[src/rtl/dsp_stat_pkg.sv]
package dsp_stat_pkg;

  localparam int STAT_W = 16;
  localparam int NCC    = 6;

  // bit positions of the status word
  localparam int B_LOOP  = 15;
  localparam int B_IM1   = 9;
  localparam int B_IM0   = 8;
  localparam int B_SIZE  = 7;
  localparam int B_LIMIT = 6;
  localparam int B_OVF   = 1;

  localparam logic [STAT_W-1:0] KEEP_MASK = 16'h83FF;
  localparam logic [STAT_W-1:0] RSV_MASK  = ~KEEP_MASK;
  localparam logic [STAT_W-1:0] RST_VAL   = 16'h0300;

  // condition codes that a test-word operation refreshes: N, Z, V
  localparam logic [NCC-1:0] TST_SEL = 6'b001110;

  // the two top magnitude bits below the sign disagree
  function automatic logic size_hit(input logic hi, input logic lo);
    return hi ^ lo;
  endfunction

endpackage

[src/rtl/stat_cc_bank.sv]
module stat_cc_bank #(
  parameter int NCC = 6,
  parameter logic [NCC-1:0] TST_SEL = '0
) (
  input  logic           clk,
  input  logic           rst,
  input  logic           wr_en,
  input  logic [NCC-1:0] wr_cc,
  input  logic           alu_ld,
  input  logic           tst_ld,
  input  logic [NCC-1:0] res_cc,
  output logic [NCC-1:0] cc_q
);

  // one register per condition code; the test-word membership picks the variant
  for (genvar i = 0; i < NCC; i++) begin : g_cc
    if (TST_SEL[i]) begin : g_tst
      always_ff @(posedge clk) begin
        if (rst)                  cc_q[i] <= 1'b0;
        else if (wr_en)           cc_q[i] <= wr_cc[i];
        else if (alu_ld || tst_ld) cc_q[i] <= res_cc[i];
      end
    end else begin : g_alu_only
      always_ff @(posedge clk) begin
        if (rst)         cc_q[i] <= 1'b0;
        else if (wr_en)  cc_q[i] <= wr_cc[i];
        else if (alu_ld) cc_q[i] <= res_cc[i];
      end
    end
  end

endmodule

[src/rtl/stat_sticky.sv]
module stat_sticky (
  input  logic clk,
  input  logic rst,
  input  logic wr_en,
  input  logic wr_size,
  input  logic wr_limit,
  input  logic size_set,
  input  logic limit_set,
  output logic size_q,
  output logic limit_q
);

  always_ff @(posedge clk) begin
    if (rst) begin
      size_q  <= 1'b0;
      limit_q <= 1'b0;
    end else if (wr_en) begin
      size_q  <= wr_size;
      limit_q <= wr_limit;
    end else begin
      size_q  <= size_q | size_set;
      limit_q <= limit_q | limit_set;
    end
  end

endmodule

[src/rtl/stat_ctrl_bits.sv]
module stat_ctrl_bits #(
  parameter int IM_W = 2,
  parameter logic [IM_W-1:0] IM_RST = '1
) (
  input  logic            clk,
  input  logic            rst,
  input  logic            wr_en,
  input  logic            wr_loop,
  input  logic [IM_W-1:0] wr_imask,
  output logic            loop_q,
  output logic [IM_W-1:0] imask_q
);

  always_ff @(posedge clk) begin
    if (rst) begin
      loop_q  <= 1'b0;
      imask_q <= IM_RST;
    end else if (wr_en) begin
      loop_q  <= wr_loop;
      imask_q <= wr_imask;
    end
  end

endmodule

[src/rtl/dsp_status_reg.sv]
module dsp_status_reg
  import dsp_stat_pkg::*;
#(
  parameter int ACC_W = 32
) (
  input  logic              clk,
  input  logic              rst,
  input  logic              alu_done,
  input  logic              tst_done,
  input  logic [NCC-1:0]    alu_flags,
  input  logic              mov_acc,
  input  logic [ACC_W-1:0]  acc_val,
  input  logic              mov_limited,
  input  logic              wr_en,
  input  logic [STAT_W-1:0] wr_data,
  output logic [STAT_W-1:0] stat_o
);

  localparam int SZ_HI = ACC_W - 2;
  localparam int SZ_LO = ACC_W - 3;
  localparam int IM_W  = B_IM1 - B_IM0 + 1;

  // named internal events
  logic evt_wr, evt_alu, evt_tst, evt_mov;
  logic size_evt, limit_evt;

  assign evt_wr    = wr_en;
  assign evt_alu   = alu_done;
  assign evt_tst   = tst_done & ~alu_done;
  assign evt_mov   = mov_acc;
  assign size_evt  = evt_mov & size_hit(acc_val[SZ_HI], acc_val[SZ_LO]);
  assign limit_evt = (evt_alu & alu_flags[B_OVF]) | (evt_mov & mov_limited);

  logic [NCC-1:0]  cc_q;
  logic            size_q, limit_q, loop_q;
  logic [IM_W-1:0] imask_q;

  stat_cc_bank #(.NCC(NCC), .TST_SEL(TST_SEL)) cc_i (
    .clk(clk), .rst(rst), .wr_en(evt_wr), .wr_cc(wr_data[NCC-1:0]),
    .alu_ld(evt_alu), .tst_ld(evt_tst), .res_cc(alu_flags), .cc_q(cc_q)
  );

  stat_sticky sticky_i (
    .clk(clk), .rst(rst), .wr_en(evt_wr),
    .wr_size(wr_data[B_SIZE]), .wr_limit(wr_data[B_LIMIT]),
    .size_set(size_evt), .limit_set(limit_evt),
    .size_q(size_q), .limit_q(limit_q)
  );

  stat_ctrl_bits #(.IM_W(IM_W), .IM_RST(RST_VAL[B_IM1:B_IM0])) ctrl_i (
    .clk(clk), .rst(rst), .wr_en(evt_wr),
    .wr_loop(wr_data[B_LOOP]), .wr_imask(wr_data[B_IM1:B_IM0]),
    .loop_q(loop_q), .imask_q(imask_q)
  );

  always_comb begin
    stat_o                = '0;
    stat_o[NCC-1:0]       = cc_q;
    stat_o[B_LIMIT]       = limit_q;
    stat_o[B_SIZE]        = size_q;
    stat_o[B_IM1:B_IM0]   = imask_q;
    stat_o[B_LOOP]        = loop_q;
  end

endmodule

[config.mk]
export PLATFORM = sky130hd
export DESIGN_NAME = dsp_status_reg
export DESIGN_NICKNAME = d
export VERILOG_FILES = /design/src/rtl/dsp_stat_pkg.sv /design/src/rtl/stat_cc_bank.sv /design/src/rtl/stat_sticky.sv /design/src/rtl/stat_ctrl_bits.sv /design/src/rtl/dsp_status_reg.sv
export SDC_FILE = /design/constraint.sdc
export NUM_CORES = 1
export LEC_CHECK = 0
export ABC_AREA = 1
export BUFFER_PORTS_ARGS = -buffer_cell sky130_fd_sc_hd__buf_2
export CAP_MARGIN = 40
export CORE_MARGIN = 5
export CORE_UTILIZATION = 29
export CTS_CLUSTER_DIAMETER = 60
export DETAILED_ROUTE_END_ITERATION = 8
export GPL_ROUTABILITY_DRIVEN = 0
export HOLD_SLACK_MARGIN = 0.06
export MAX_ROUTING_LAYER = met4
export PLACE_DENSITY_LB_ADDON = 0.3
export SLEW_MARGIN = 15
export SYNTH_ARGS = -nofsm -noshare
export SYNTH_HDL_FRONTEND = slang
export SYNTH_HIERARCHICAL = 1
export SYNTH_SLANG_ARGS = --single-unit
[constraint.sdc]
create_clock -name clk -period 0.8 [get_ports clk]
set_input_delay 0.2 -clock clk [delete_from_list [all_inputs] [get_ports clk]]
set_output_delay 0.2 -clock clk [all_outputs]
set_load 0.05 [all_outputs]
==> results of run 1 <==
stage by stage:
| step | total power [mW] | hold slack (ns) | area (µm²) | utilization [%] | setup WS [ns] |
|---|---|---|---|---|---|
| floorplan | 0.986 | 0.320 | 667 | - | 0.00590 |
| global placement | 1.09 | 0.422 | 845 | 38.9 | -0.0962 |
| detailed placement | 1.10 | 0.433 | 845 | 38.9 | -0.153 |
| CTS | 1.57 | 0.160 | 977 | 45.0 | -0.162 |
| global route | 1.65 | 0.160 | 988 | 45.6 | -0.187 |
| finish | 1.56 | 0.165 | 988 | 45.6 | -0.157 |
layout make-up:
class / instances / area share, %
repair buffers: 41 / 32.8
multi-input cells: 71 / 29.7
flip-flops and latches: 11 / 23.7
inverters: 20 / 7.59
well taps: 28 / 3.54
clock buffers: 4 / 2.66
timing repair:
action | 4_1_cts | 5_1_grt
hold endpoints to repair | 0 | 0
cloned | 0 | 0
pin swaps | 0 | 0
endpoints found under the setup margin | 11 | 11
buffers inserted | 0 | 1
resized for setup | 34 | 1
Yosys cell counts, drive strengths merged:
library cell / count
nand3: 11
nor2: 16
buf: 9
nand2: 38
nor3: 1
conb: 1
inv: 20
dfxtp: 11
kinds of logic (layout without fill, tap and decap cells):
family	after synthesis	count (layout)	share of synthesized area [%]
buffers and inverters	29	65	22.2
DFF	11	11	34.3
other	1	5	0.584
and+or+nand+nor	66	66	42.9
registers in the layout (all words and copies together), names as in the netlist:
signal,cells
cc_i/cc_q,6
ctrl_i/loop_q,1
sticky_i/size_q,1
ctrl_i/imask_q,2
sticky_i/limit_q,1
power breakdown:
group / internal (mW) / switching [mW] / total, mW
Clock: 0.192 / 0.176 / 0.369
Combinational: 0.219 / 0.335 / 0.554
Sequential: 0.597 / 0.0347 / 0.632
worst paths after layout:
path                                  startpoint                        endpoint  slack (ns)  depth (start not counted)
hold reg to reg   ctrl_i/imask_q[0]$_SDFFE_PP1P_  ctrl_i/imask_q[0]$_SDFFE_PP1P_        0.48                          2
setup / recovery       cc_i/cc_q[0]$_SDFFE_PP0P_                       stat_o[0]       -0.16                          1
setup reg to reg      ctrl_i/loop_q$_SDFFE_PP0P_      ctrl_i/loop_q$_SDFFE_PP0P_        0.11                          3
hold / removal                        wr_data[9]  ctrl_i/imask_q[1]$_SDFFE_PP1P_        0.16                          3
per-layer routing:
layer / vias up / global-route usage, % / share of wire [%]
li1: 381 / - / -
met1: 300 / 12.7 / 41
met2: 28 / 17.9 / 47
met3: 4 / 1.81 / 8.6
met4: 0 / 5.96 / 3.2
met5: - / - / 0
==> impl_metrics.csv, run 1 <==
group,metric,value,unit
critical_path,path_cells,"buf_8",
drt,vias,713,
yosys,yosys.cell_types.count,10,
clock_tree,clk_pin_slew,0.07,ns
critical_path,crit_type,"reg2out",
clock_tree,h-tree-depth,1,
grt,grt_max_degree,7,
clock_tree,cts_hold_buf,0,
clock_tree,numCtsBuffers,3,
drt,firstDrtPassIters,4,
grt,grt_pass1_vias,683,
grt,grt_overflow_total,0,
pwr,p_per_area,1570,nW/µm²
placement,io_buffers,36,
placement,dp.cells,170,
timing,finalSetupViolations,11,
grt,gr-usage-all-layers,11.0,%
yosys,syn-cell-area,642,µm²
drt,routed_wirelength,1680,µm
timing,final-hold-violation-count,0,
floorplan,io-pin-count,77,
yosys,synth.area.top_cells,"dfxtp_1 (34%), nand2_1 (22%), buf_4 (11%)",
drt,drt_iter0_markers,19,
finish,fillers,238,
drt,drc_errors,0,
clock_tree,tritoncts,"yes",
yosys,yosysTopAreaCell,"dfxtp_1",
floorplan,coreArea,2170,µm²
timing,finalMaxSlewViolations,0,
timing,fin_setup_tns,-1.63,ns
finish,regArea,234,µm²
pwr,peakVddDrop,0.743,mV
finish,drive_gt1_share,40.1,%
finish,syn_to_final_growth,54.0,%
timing,rsz0062_at_grt,"true",
job,drv_cap,0,
finish,multi_input_area,294,µm²
finish,antenna_cells,0,
critical_path,crit_path_end_kind,"output port",
pwr,leakagePower,0.579,nW
yosys,synth_top_area_share,34.3,%
floorplan,start_util,29.6,%
outcome,violations,"negative setup slack",
floorplan,die_area,3250,µm²
floorplan,die_w,57.0,µm
finish,final_cell_count_no_fill,175,
critical_path,cpPeakStageDelay,0.35,ns
floorplan,die_h,57.0,µm
yosys,ys_ff_latch,11,
grt,grt_pass1_wl,2790,µm
floorplan,rows,17,
placement,hpwl,1370,µm
yosys,yosysWarnings,6,
clock_tree,cts_root_buf,"clkbuf_4",
critical_path,required,0.60,ns
outcome,outcome,"complete, but fails checks",
critical_path,critPathBufInv,1,
finish,final_cell_mix,"nand2_1 (38), buf_2 (25), inv_1 (18), nor2_1 (15)",
timing,fmax,1040,MHz
drt,antenna_left,0,
worst_hold_path,min_path_type,"in2reg",
timing,period_minus_slack,0.957,ns
clock_tree,cts_max_path_buffers,2,
critical_path,crit_family,"flip-flops",
timing,clock_skew,0,ns
timing,final.period_utilization,120,%
critical_path,path_max_fanout,2,
drt,wl_per_cell,9.58,µm
finish,layout_commonest_cell,"nand2_1",
yosys,synthCells,107,
clock_tree,insertion_delay,0.26,ns
critical_path,crit_arrival,0.76,ns
finish,fin_nets,209,
grt,antenna_found_initial,0,
critical_path,worst_setup_path_start_kind,"flip-flop",
drt,viasPerCell,4.07,
critical_path,crit_path_top_delay_cell,"dfxtp_2",
timing,finalWorstSetupSlack,-0.157,ns
yosys,ys_seq_area_share,34.3,%
yosys,syn_area_per_cell,6.00,µm²
clock_tree,clock_sinks,11,
Note: power is estimated with default switching activity, not from simulation.
==> run 2: changes to the inputs <==
ABC_AREA = default   (was 1)
CORE_UTILIZATION = 27   (was 29)
==> run 2 against run 1 <==
The flow still finishes with violations (negative setup slack). Global-route usage fell by 0.41 points. Cell count is 29% lower. Via count decreased by 22%. Sequential share of layout area is 1.4 points higher. Worst hold slack got worse by 0.028 ns. First-iteration DRC count is 74% lower. Worst setup slack worse by 0.016 ns. Area after synthesis down 12%.
==> impl_metrics.csv, run 2 <==
group,metric,value,unit
finish,fin_area,973,µm²
drt,antenna_left,0,
timing,finalMaxSlewViolations,0,
timing,clock_skew,0,ns
floorplan,rows,16,
timing,worst_hold_slack,0.137,ns
finish,drive_gt1_share,65.3,%
yosys,syn_area_per_cell,9.73,µm²
timing,fmax,1030,MHz
yosys,ys_ff_latch,11,
yosys,synthArstFlopShare,0,%
clock_tree,h-tree-depth,1,
clock_tree,tritoncts,"yes",
critical_path,worst_setup_path_start_kind,"flip-flop",
critical_path,crit_path_end_kind,"output port",
timing,final-hold-violation-count,0,
clock_tree,clk_pin_slew,0.07,ns
critical_path,path_max_fanout,2,
floorplan,coreArea,1980,µm²
drt,wl_per_cell,12.5,µm
critical_path,crit_arrival,0.77,ns
yosys,synth.most_common_cell,"dfxtp_1",
placement,dpl-instance-area,802,µm²
finish,fillers,189,
yosys,yosys.area_share.simple,19.5,%
yosys,ys_seq_area_share,39.0,%
finish,fin_nets,160,
pwr,leakagePower,0.451,nW
drt,drc_errors,0,
yosys,syn-cell-area,564,µm²
drt,drt_iter0_markers,5,
yosys,synth_mux_area_share,12.4,%
yosys,synth_top_area_share,39.0,%
timing,period_minus_slack,0.973,ns
yosys,synthAdderAreaFrac,0,%
yosys,synth.cells.most_frequent,"dfxtp_1 (11), buf_4 (8), nor2b_1 (8), mux2i_1 (7), a211oi_1 (6)",
placement,hpwl,1160,µm
drt,routed_wirelength,1560,µm
grt,antenna_found_initial,0,
clock_tree,cts_root_buf,"clkbuf_4",
drt,firstDrtPassIters,4,
finish,final_util,49.1,%
yosys,synthCells,58,
yosys,synthFlopType,"dfxtp_1",
timing,fin_setup_tns,-1.94,ns
finish,layout_commonest_cell,"buf_2",
floorplan,io-pin-count,77,
clock_tree,numCtsBuffers,3,
yosys,synth_top_family_by_area,"simple AND/OR/NAND/NOR gates",
job,drv_cap,0,
yosys,synth-edff-count,0,
yosys,synth-xor-area-share,1.55,%
critical_path,required,0.60,ns
critical_path,crit_type,"reg2out",
critical_path,crit_path_top_delay_cell,"dfxtp_2",
clock_tree,clock_sinks,11,
finish,syn_to_final_growth,72.5,%
grt,grt_pass1_vias,557,
yosys,yosysWarnings,6,
outcome,violations,"negative setup slack",
floorplan,die_area,3100,µm²
outcome,outcome,"complete, but fails checks",
critical_path,critPathBufInv,1,
critical_path,crit_family,"flip-flops",
yosys,yosys.cell_types.count,17,
placement,io_buffers,36,
yosys,synth.area.top_cells,"dfxtp_1 (39%), mux2i_1 (12%), buf_4 (11%)",
grt,grt_overflow_total,0,
timing,finalWorstSetupSlack,-0.173,ns
drt,viasPerCell,4.45,
worst_hold_path,min_path_type,"in2reg",
pwr,peakVddDrop,1.07,mV
finish,reg_top3,"cc_i/cc_q x6, ctrl_i/imask_q x2",
yosys,synth-compound-area-share,12.6,%
timing,finalSetupViolations,14,
finish,final_cell_mix,"buf_2 (25), buf_8 (11), mux2i_1 (7), nor2b_1 (7), dfxtp_2 (7)",
grt,gr-usage-all-layers,10.6,%
timing,final.period_utilization,122,%
finish,largest_register_ffs,6,
clock_tree,cts_max_path_buffers,2,
yosys,yosysTopAreaCell,"dfxtp_1",
critical_path,cpPeakStageDelay,0.36,ns
finish,antenna_cells,0,
floorplan,die_h,55.7,µm
pwr,p_per_area,1620,nW/µm²
critical_path,path_cells,"buf_8",
clock_tree,insertion_delay,0.27,ns
grt,grt_pass1_wl,2480,µm
finish,regMostFlops,"cc_i/cc_q",
floorplan,die_w,55.7,µm
pwr,p_total,1.58,mW
drt,vias,556,
floorplan,start_util,28.5,%
grt,grt_max_degree,10,
timing,rsz0062_at_grt,"true",
[run 2: changes by cell type in the layout (fill, tap and decap cells not counted), sizes merged, moves of 7 or more]
cell / previous run / this run
inv: 20 / 1
nand2: 38 / 0
nor2b: 0 / 8
mux2i: 0 / 7
nor2: 16 / 1
nand3: 11 / 0
[run 2: what timing repair did]
action,in CTS,in global routing
setup endpoints to repair,14,18
resized for setup,33,8
pin swaps,0,2
setup buffers,0,1
hold buffers,0,0
[run 2: worst reg2reg max path, delay by kind of cell (launching register included)]
family / cells / cell delay [ns]
flip-flops: 1 / 0.33
AO/OA/AOI/OAI: 1 / 0.07
AND/OR/NAND/NOR: 1 / 0.36
[run 2: through the flow]
| stage | cells | setup WS [ns] |
|---|---|---|
| 4_1_cts | 124 | -0.178 |
| 3_3_place_gp | 120 | -0.257 |
| 5_1_grt | 125 | -0.203 |
| 3_5_place_dp | 120 | -0.269 |
| 6_report | 125 | -0.173 |
| 2_1_floorplan | 62 | -0.136 |
[run 2: logic make-up (layout without fill, tap and decap cells)]
| kind of cell | Yosys count | count (layout) |
|---|---|---|
| and+or+nand+nor | 18 | 18 |
| DFF | 11 | 11 |
| buffers and inverters | 11 | 47 |
| AOI/OAI and AO/OA | 9 | 9 |
| muxes | 7 | 7 |
| other | 1 | 5 |
| xor gates and xnor gates | 1 | 1 |
[run 2: cell type report]
class | instances | area [µm²] | share of cell area (%)
clock buffer | 4 | 26.3 | 2.70
inverter | 1 | 3.75 | 0.386
multi-input combinational | 40 | 318 | 32.6
sequential | 11 | 244 | 25.1
tap | 27 | 33.8 | 3.47
timing repair buffer | 42 | 348 | 35.7
[run 2: report_power, final]
| part | total [mW] | switching (mW) | internal (mW) |
|---|---|---|---|
| clock network | 0.376 | 0.183 | 0.193 |
| logic | 0.570 | 0.319 | 0.251 |
| registers | 0.632 | 0.0382 | 0.594 |
| total | 1.58 | 0.540 | 1.04 |
[run 2: routing by layer]
metal  vias up  global-route usage, %  share of wire (%)
li1        274                      -                  -
met1       246                   11.2                 41
met2        34                   17.1                 47
met3         2                   5.57                 11
met4         0                   3.13               0.70
met5         -                      -                  0
[run 2: final timing paths]
| kind | start | end | slack, ns | cells after the start |
|---|---|---|---|---|
| setup reg to reg | cc_i/cc_q[2]$_SDFFE_PP0P_ | cc_i/cc_q[2]$_SDFFE_PP0P_ | -0.09 | 2 |
| hold reg to reg | ctrl_i/loop_q$_SDFFE_PP0P_ | ctrl_i/loop_q$_SDFFE_PP0P_ | 0.51 | 2 |
| hold / removal | wr_data[9] | ctrl_i/imask_q[1]$_SDFFE_PP1P_ | 0.14 | 2 |
| setup / recovery | cc_i/cc_q[3]$_SDFFE_PP0P_ | stat_o[3] | -0.17 | 1 |
